===== src/rtl/rf_pkg.sv =====
package rf_pkg;
  localparam int MODE_W = 5;
  localparam int NPHYS  = 31;
  localparam int NSPSR  = 5;
  localparam int PAW    = $clog2(NPHYS);
  localparam int SLW    = $clog2(NSPSR);

  localparam logic [MODE_W-1:0] MODE_USR = 5'b10000;
  localparam logic [MODE_W-1:0] MODE_FIQ = 5'b10001;
  localparam logic [MODE_W-1:0] MODE_IRQ = 5'b10010;
  localparam logic [MODE_W-1:0] MODE_SVC = 5'b10011;
  localparam logic [MODE_W-1:0] MODE_ABT = 5'b10111;
  localparam logic [MODE_W-1:0] MODE_UND = 5'b11011;
  localparam logic [MODE_W-1:0] MODE_SYS = 5'b11111;

  // Physical layout: 0..15 user view, then the private copies of each mode
  localparam int BASE_FIQ = 16;
  localparam int BASE_SVC = 23;
  localparam int BASE_ABT = 25;
  localparam int BASE_IRQ = 27;
  localparam int BASE_UND = 29;
  localparam int PC_IDX   = 15;

  typedef struct packed {
    logic           valid;
    logic [SLW-1:0] slot;
  } spsr_sel_t;

  function automatic spsr_sel_t spsr_sel(input logic [MODE_W-1:0] m);
    spsr_sel_t s;
    s = '{valid: 1'b1, slot: '0};
    case (m)
      MODE_FIQ: s.slot = SLW'(0);
      MODE_SVC: s.slot = SLW'(1);
      MODE_ABT: s.slot = SLW'(2);
      MODE_IRQ: s.slot = SLW'(3);
      MODE_UND: s.slot = SLW'(4);
      default:  s.valid = 1'b0;
    endcase
    return s;
  endfunction
endpackage


===== src/rtl/rf_bank_map.sv =====
module rf_bank_map
  import rf_pkg::*;
(
  input  logic [MODE_W-1:0] mode,
  input  logic [3:0]        lidx,
  output logic [PAW-1:0]    pidx
);
  logic is_hi;
  logic is_sp;
  always_comb begin
    is_hi = (lidx >= 4'd8) && (lidx <= 4'd14);
    is_sp = (lidx == 4'd13) || (lidx == 4'd14);
    pidx  = PAW'(lidx);
    case (mode)
      MODE_FIQ: if (is_hi) pidx = PAW'(BASE_FIQ) + PAW'(lidx - 4'd8);
      MODE_SVC: if (is_sp) pidx = PAW'(BASE_SVC) + PAW'(lidx - 4'd13);
      MODE_ABT: if (is_sp) pidx = PAW'(BASE_ABT) + PAW'(lidx - 4'd13);
      MODE_IRQ: if (is_sp) pidx = PAW'(BASE_IRQ) + PAW'(lidx - 4'd13);
      MODE_UND: if (is_sp) pidx = PAW'(BASE_UND) + PAW'(lidx - 4'd13);
      default:  pidx = PAW'(lidx);
    endcase
  end
endmodule


===== src/rtl/rf_gpr_array.sv =====
module rf_gpr_array
  import rf_pkg::*;
#(
  parameter int XLEN = 32
) (
  input  logic            clk,
  input  logic            rst_n,
  input  logic [PAW-1:0]  ra_addr,
  output logic [XLEN-1:0] ra_data,
  input  logic [PAW-1:0]  rb_addr,
  output logic [XLEN-1:0] rb_data,
  input  logic            w0_en,
  input  logic [PAW-1:0]  w0_addr,
  input  logic [XLEN-1:0] w0_data,
  input  logic            w1_en,
  input  logic [PAW-1:0]  w1_addr,
  input  logic [XLEN-1:0] w1_data
);
  logic [XLEN-1:0] mem [NPHYS];

  always_ff @(posedge clk) begin
    for (int i = 0; i < NPHYS; i++) begin
      if (!rst_n)
        mem[i] <= '0;
      else if (w1_en && (w1_addr == PAW'(i)))
        mem[i] <= w1_data;
      else if (w0_en && (w0_addr == PAW'(i)))
        mem[i] <= w0_data;
    end
  end

  assign ra_data = mem[ra_addr];
  assign rb_data = mem[rb_addr];
endmodule


===== src/rtl/rf_status_regs.sv =====
module rf_status_regs
  import rf_pkg::*;
#(
  parameter int XLEN = 32,
  parameter logic [XLEN-1:0] CPSR_RESET = 32'h0000_0013
) (
  input  logic            clk,
  input  logic            rst_n,
  input  logic            cpsr_we,
  input  logic [XLEN-1:0] cpsr_wd,
  output logic [XLEN-1:0] cpsr,
  input  logic            spsr_we,
  input  logic [SLW-1:0]  spsr_wslot,
  input  logic [XLEN-1:0] spsr_wd,
  input  logic [SLW-1:0]  spsr_rslot,
  output logic [XLEN-1:0] spsr_rd
);
  logic [XLEN-1:0] spsr [NSPSR];

  always_ff @(posedge clk) begin
    if (!rst_n)       cpsr <= CPSR_RESET;
    else if (cpsr_we) cpsr <= cpsr_wd;
  end

  always_ff @(posedge clk) begin
    for (int i = 0; i < NSPSR; i++) begin
      if (!rst_n)
        spsr[i] <= '0;
      else if (spsr_we && (spsr_wslot == SLW'(i)))
        spsr[i] <= spsr_wd;
    end
  end

  assign spsr_rd = spsr[spsr_rslot];
endmodule


===== src/rtl/rf_banked_regfile.sv =====
module rf_banked_regfile
  import rf_pkg::*;
#(
  parameter int XLEN = 32
) (
  input  logic            clk,
  input  logic            rst_n,
  input  logic            user_bank,
  input  logic [3:0]      rd_a_idx,
  output logic [XLEN-1:0] rd_a_data,
  input  logic [3:0]      rd_b_idx,
  output logic [XLEN-1:0] rd_b_data,
  input  logic            wr_en,
  input  logic [3:0]      wr_idx,
  input  logic [XLEN-1:0] wr_data,
  input  logic            cpsr_wr_en,
  input  logic [XLEN-1:0] cpsr_wr_data,
  output logic [XLEN-1:0] cpsr_q,
  output logic [4:0]      mode_q,
  input  logic            spsr_wr_en,
  input  logic [XLEN-1:0] spsr_wr_data,
  output logic [XLEN-1:0] spsr_q,
  input  logic            exc_en,
  input  logic [4:0]      exc_mode,
  input  logic [XLEN-1:0] exc_ret_addr,
  input  logic [XLEN-1:0] exc_vector
);
  localparam int NPORT = 4;  // read A, read B, write, exception link

  logic [MODE_W-1:0] cur_mode, acc_mode;
  logic [MODE_W-1:0] map_mode [NPORT];
  logic [3:0]        map_lidx [NPORT];
  logic [PAW-1:0]    map_pidx [NPORT];
  spsr_sel_t         cur_sel, exc_sel;
  logic              exc_ok;

  logic            g0_en, g1_en;
  logic [PAW-1:0]  g0_addr, g1_addr;
  logic [XLEN-1:0] g0_data, g1_data;
  logic            st_cpsr_we, st_spsr_we;
  logic [XLEN-1:0] st_cpsr_wd, st_spsr_wd, st_spsr_rd;
  logic [SLW-1:0]  st_spsr_wslot;

  assign cur_mode = cpsr_q[MODE_W-1:0];
  assign acc_mode = user_bank ? MODE_USR : cur_mode;
  assign cur_sel  = spsr_sel(cur_mode);
  assign exc_sel  = spsr_sel(exc_mode);
  assign exc_ok   = exc_en && exc_sel.valid;

  assign map_mode[0] = acc_mode;  assign map_lidx[0] = rd_a_idx;
  assign map_mode[1] = acc_mode;  assign map_lidx[1] = rd_b_idx;
  assign map_mode[2] = acc_mode;  assign map_lidx[2] = wr_idx;
  assign map_mode[3] = exc_mode;  assign map_lidx[3] = 4'd14;

  for (genvar p = 0; p < NPORT; p++) begin : g_map
    rf_bank_map u_map (
      .mode (map_mode[p]),
      .lidx (map_lidx[p]),
      .pidx (map_pidx[p])
    );
  end

  // Port 0 carries the normal write or the new link register;
  // port 1 loads the handler address into the program counter.
  always_comb begin
    g0_en   = exc_ok ? 1'b1 : wr_en;
    g0_addr = exc_ok ? map_pidx[3] : map_pidx[2];
    g0_data = exc_ok ? exc_ret_addr : wr_data;
    g1_en   = exc_ok;
    g1_addr = PAW'(PC_IDX);
    g1_data = exc_vector;
  end

  rf_gpr_array #(.XLEN(XLEN)) u_gpr (
    .clk     (clk),
    .rst_n   (rst_n),
    .ra_addr (map_pidx[0]),
    .ra_data (rd_a_data),
    .rb_addr (map_pidx[1]),
    .rb_data (rd_b_data),
    .w0_en   (g0_en),
    .w0_addr (g0_addr),
    .w0_data (g0_data),
    .w1_en   (g1_en),
    .w1_addr (g1_addr),
    .w1_data (g1_data)
  );

  always_comb begin
    st_cpsr_we    = exc_ok || cpsr_wr_en;
    st_cpsr_wd    = exc_ok ? {cpsr_q[XLEN-1:MODE_W], exc_mode} : cpsr_wr_data;
    st_spsr_we    = exc_ok || (spsr_wr_en && cur_sel.valid);
    st_spsr_wslot = exc_ok ? exc_sel.slot : cur_sel.slot;
    st_spsr_wd    = exc_ok ? cpsr_q : spsr_wr_data;
  end

  rf_status_regs #(.XLEN(XLEN)) u_status (
    .clk        (clk),
    .rst_n      (rst_n),
    .cpsr_we    (st_cpsr_we),
    .cpsr_wd    (st_cpsr_wd),
    .cpsr       (cpsr_q),
    .spsr_we    (st_spsr_we),
    .spsr_wslot (st_spsr_wslot),
    .spsr_wd    (st_spsr_wd),
    .spsr_rslot (cur_sel.slot),
    .spsr_rd    (st_spsr_rd)
  );

  assign spsr_q = cur_sel.valid ? st_spsr_rd : cpsr_q;
  assign mode_q = cur_mode;
endmodule


===== config.mk =====
export PLATFORM = sky130hd
export DESIGN_NAME = rf_banked_regfile
export DESIGN_NICKNAME = d
export VERILOG_FILES = /design/src/rtl/rf_pkg.sv /design/src/rtl/rf_bank_map.sv /design/src/rtl/rf_gpr_array.sv /design/src/rtl/rf_status_regs.sv /design/src/rtl/rf_banked_regfile.sv
export SDC_FILE = /design/constraint.sdc
export NUM_CORES = 2
export LEC_CHECK = 0
export BUFFER_PORTS_ARGS = -buffer_cell sky130_fd_sc_hd__buf_2
export CELL_PAD_IN_SITES_DETAIL_PLACEMENT = 1
export CELL_PAD_IN_SITES_GLOBAL_PLACEMENT = 1
export CORE_MARGIN = 2
export CORE_UTILIZATION = 49
export DETAILED_ROUTE_END_ITERATION = 16
export GPL_TIMING_DRIVEN = 0
export PLACE_DENSITY = 0.85
export SETUP_SLACK_MARGIN = 0.05
export SLEW_MARGIN = 10
export SYNTH_ARGS = -nofsm -noshare
export SYNTH_HDL_FRONTEND = slang
export SYNTH_HIERARCHICAL = 1
export SYNTH_SLANG_ARGS = --single-unit

===== constraint.sdc =====
create_clock -name clk -period 21.2 [get_ports clk]
set_input_delay 1.06 -clock clk [delete_from_list [all_inputs] [get_ports clk]]
set_output_delay 1.06 -clock clk [all_outputs]
set_load 0.01 [all_outputs]

==> impl_metrics.ini <==
[global_routing]
antenna_found_initial = 27
grt_max_degree = 33
grt_pass1_vias = 62107
global_route.usage.total_pct = 48.9
gr-total-overflow = 0
grt_pass1_wl_um = 495000

[pwr]
p_total_mw = 6.36
p_per_area_nw_per_um2 = 79.0
leakage_nw = 30.5
peakVddDrop_v = 0.0000842

[sta]
setup_violations = 0
fin_crit_sh_pct = 44.8
slew_headroom_pct = 1.69
slew_viol_final = 0
max_slew.worst_pin.slew_ns = 1.47
final.setup.tns_ns = 0
skew_ns = 0.0199
rsz0062_at_grt = no
final_hold_viol_count = 0
clock.fmax_ghz = 0.105
finalCriticalPeriod_ns = 9.49

[worst_setup_path]
crit_chain = clkbuf_1 > nor2b_2 > nor2b_1 > nand4_1 > nor4_1 > o21ai_0 > a41oi_1 > a221o_2 > clkbuf_1 > nand2b_1 > clkbuf_1 > clkbuf_1 > o22ai_1 > o211ai_1 > buf_2
startpoint = u_status/cpsr[2]$_SDFFE_PN0P_
rr_worst_depth = 15
critPathSlowestCell = clkbuf_1
r2r_slack_ns = 15.02
cp-endpoint = rd_b_data[30]
worstReg2RegStart = u_status/cpsr[2]$_SDFFE_PN0P_
r2r_end = u_gpr/mem[16][18]$_SDFFCE_PN0P_
cpMostUsedCell = clkbuf_1
cp.arrival_ns = 8.43
crit_required_ns = 20.14
end_kind = primary output
worstSetupPathType = flip-flop to primary output
cpPeakStageDelay_ns = 1.07
cp_max_fo = 15
start_kind = flip-flop

[synth]
ys_seq_area_share_pct = 49.8
yosys_warnings = 6
synth_top_family_by_area = compound AO/OA/AOI/OAI gates
synth_xor_area_share_pct = 0.280
synthCells = 5571
synth_top_flop_cell = edfxtp_1
synth-simple-area-share_pct = 6.80
synth_edf_count = 1152
synthArstFlopShare_pct = 0
synth_area_per_cell_sq_um = 12.7
synth_compound_area_share_pct = 19.8
synth-seq-cells = 1184
synthAdderAreaFrac_pct = 0.425
synth.cell_area_sq_um = 70700
synthMuxAreaShare_pct = 17.8
yosysUniqueCellTypes = 103

[clock_tree]
hold_buffers = 0
post_cts_buffers = 0
numCtsBuffers = 135
numClockSinks = 1184
htree_levels = 4
clk_latency_ns = 0.81
cts-resized-gates = 0
cts_tree = built
clockBufferDepth = 3
clk_pin_slew_worst_paths_ns = 0.06
cts_root_buf = clkbuf_16

[route]
vias_per_cell = 7.72
routed_wl_um = 368000
routedWlPerCell_um = 45.1
ant_nets = 0
drt-initial-drc-count = 11101
drc = 0
first_pass_iters = 7
vias = 62958

[run_status]
status = finished with violations
violations = capacitance limit

[floorplan]
ioPinCount = 317
die_y_um = 384
start_util_pct = 49.3
die-area_sq_um = 147000
die_w_um = 384
rows = 139
core_area_sq_um = 143000

[place]
hpwlAfterDp_um = 276000
routabilityCongestion = 1.15
io_buffers = 316

[worst_hold_path]
hold_depth = 2
hold_path.class = flip-flop to flip-flop

[layout]
syn2layout_area_growth_pct = 13.8
drive_gt1_share_pct = 23.1
nNetsFinal = 6332
multiInputGateArea_sq_um = 32400
ff_latch_area_sq_um = 35200
nFillCells = 14374

[run]
cap_violations = 1
==> per-stage QoR <==
step                      hold slack [ns]  setup slack (ns)  instances  cell area (sq um)  util, %
after floorplan                     0.558             13.55       5607              70800        -
after global placement              0.527              8.68       7826              74800     52.1
after detailed placement            0.556             12.58       7889              76200     53.1
after CTS                           0.546             11.95       8129              80300     56.0
after global routing                0.595             11.77       8134              80400     56.0
final                               0.561             11.71       8150              80500     56.1
==> worst min-delay path by stage <==
stage,from,to,slack (ns)
after floorplan,u_status/cpsr[31]$_SDFFE_PN0P_,u_status/cpsr[31]$_SDFFE_PN0P_,0.56
after global placement,u_status/cpsr[20]$_SDFFE_PN0P_,u_status/cpsr[20]$_SDFFE_PN0P_,0.53
after detailed placement,u_status/cpsr[27]$_SDFFE_PN0P_,u_status/cpsr[27]$_SDFFE_PN0P_,0.56
after CTS,cpsr_wr_data[4],u_status/cpsr[4]$_SDFFE_PN1P_,0.55
after global routing,u_status/cpsr[25]$_SDFFE_PN0P_,u_status/cpsr[25]$_SDFFE_PN0P_,0.59
final,u_status/cpsr[27]$_SDFFE_PN0P_,u_status/cpsr[27]$_SDFFE_PN0P_,0.56
==> kinds of logic (layout without fill, tap and decap cells) <==
logic type,count (synthesis),after routing
other cells,2,58
compound gates,1730,1730
flops,1184,1184
xor+xnor,17,17
mux,960,960
fa+ha+maj,24,24
simple gates,873,873
buf+inv,781,1401
==> final cells by class <==
cell class	instances	share of cell area, %
multi-input combinational	3642	40.3
tap	1903	2.96
clock inverter	64	0.740
buffer	723	4.24
timing repair buffer	380	3.21
clock buffer	176	4.45
sequential	1184	43.8
inverter	58	0.274
antenna	20	0.0622
==> placed cells by master (no fill, tap or decap), types with 39 or more instances in the layout <==
| cell type | instances |
|---|---|
| edfxtp_1 | 1152 |
| a22o_1 | 969 |
| mux2i_1 | 595 |
| buf_2 | 592 |
| clkbuf_1 | 395 |
| mux4_2 | 218 |
| o22ai_1 | 187 |
| nand2_1 | 181 |
| and2_1 | 176 |
| mux2_2 | 138 |
| clkbuf_16 | 136 |
| nor2_1 | 122 |
| a22oi_1 | 122 |
| o21ai_0 | 84 |
| buf_4 | 71 |
| nor2b_1 | 68 |
| o211ai_1 | 67 |
| nand3_1 | 62 |
| a211oi_1 | 56 |
| nand2b_1 | 54 |
| inv_1 | 52 |
| a21oi_1 | 39 |
==> report_power, final <==
part	total, mW	leakage [nW]	switching, mW	internal [mW]
registers	2.76	12.2	0.0746	2.69
logic	1.29	16.3	0.910	0.385
clock network	2.30	2.01	1.04	1.26
total	6.36	30.5	2.02	4.33
==> flip-flops by register name, indices dropped and copies added, names as in the netlist <==
signal and count:
u_gpr/mem 992, u_status/spsr 160, u_status/cpsr 32
==> metal layers <==
layer / vias up / part of all wire, % / global-route usage (%)
met5: - / 0.055 / 0.260
met4: 24 / 10 / 39.2
met3: 1597 / 14 / 19.1
met2: 6016 / 42 / 70.8
met1: 31711 / 33 / 57.6
li1: 23610 / - / -
==> critical path, delay by kind of cell (launching register included) <==
kind                   cells  cell delay [ns]
buffers and inverters      5             3.42
DFF                        1             0.45
AOI/OAI and AO/OA          5             1.99
and+or+nand+nor            5             1.71
==> cell usage after synthesis, drive strengths merged (6+ instances only) <==
cell,instances,area (sq um)
o21ai,94,482
nor2,131,532
inv,58,220
clkbuf,374,1410
a211o,6,52.6
nor4,29,196
nand2,190,713
a21oi,44,269
dfxtp,32,641
nor3,33,181
mux4,218,4910
nand4,41,275
ha,24,300
mux2,147,1690
or2,11,68.8
a31o,14,123
a22oi,122,916
a22o,969,8490
o211a,7,70.1
edfxtp,1152,34600
o221a,19,214
nand3,67,335
and2,178,1110
nor2b,69,432
mux2i,595,5960
o31ai,7,52.6
a221oi,32,280
xnor2,12,124
nand2b,55,352
a211oi,79,648
buf,348,1970
a31oi,8,50.1
o221ai,11,96.3
a21o,9,67.6
o22a,13,114
o22ai,187,1170
a311oi,6,65.1
and3,21,131
o211ai,67,503
nand4b,9,78.8
o2111ai,8,70.1
Power figures use the tool's default switching activity.
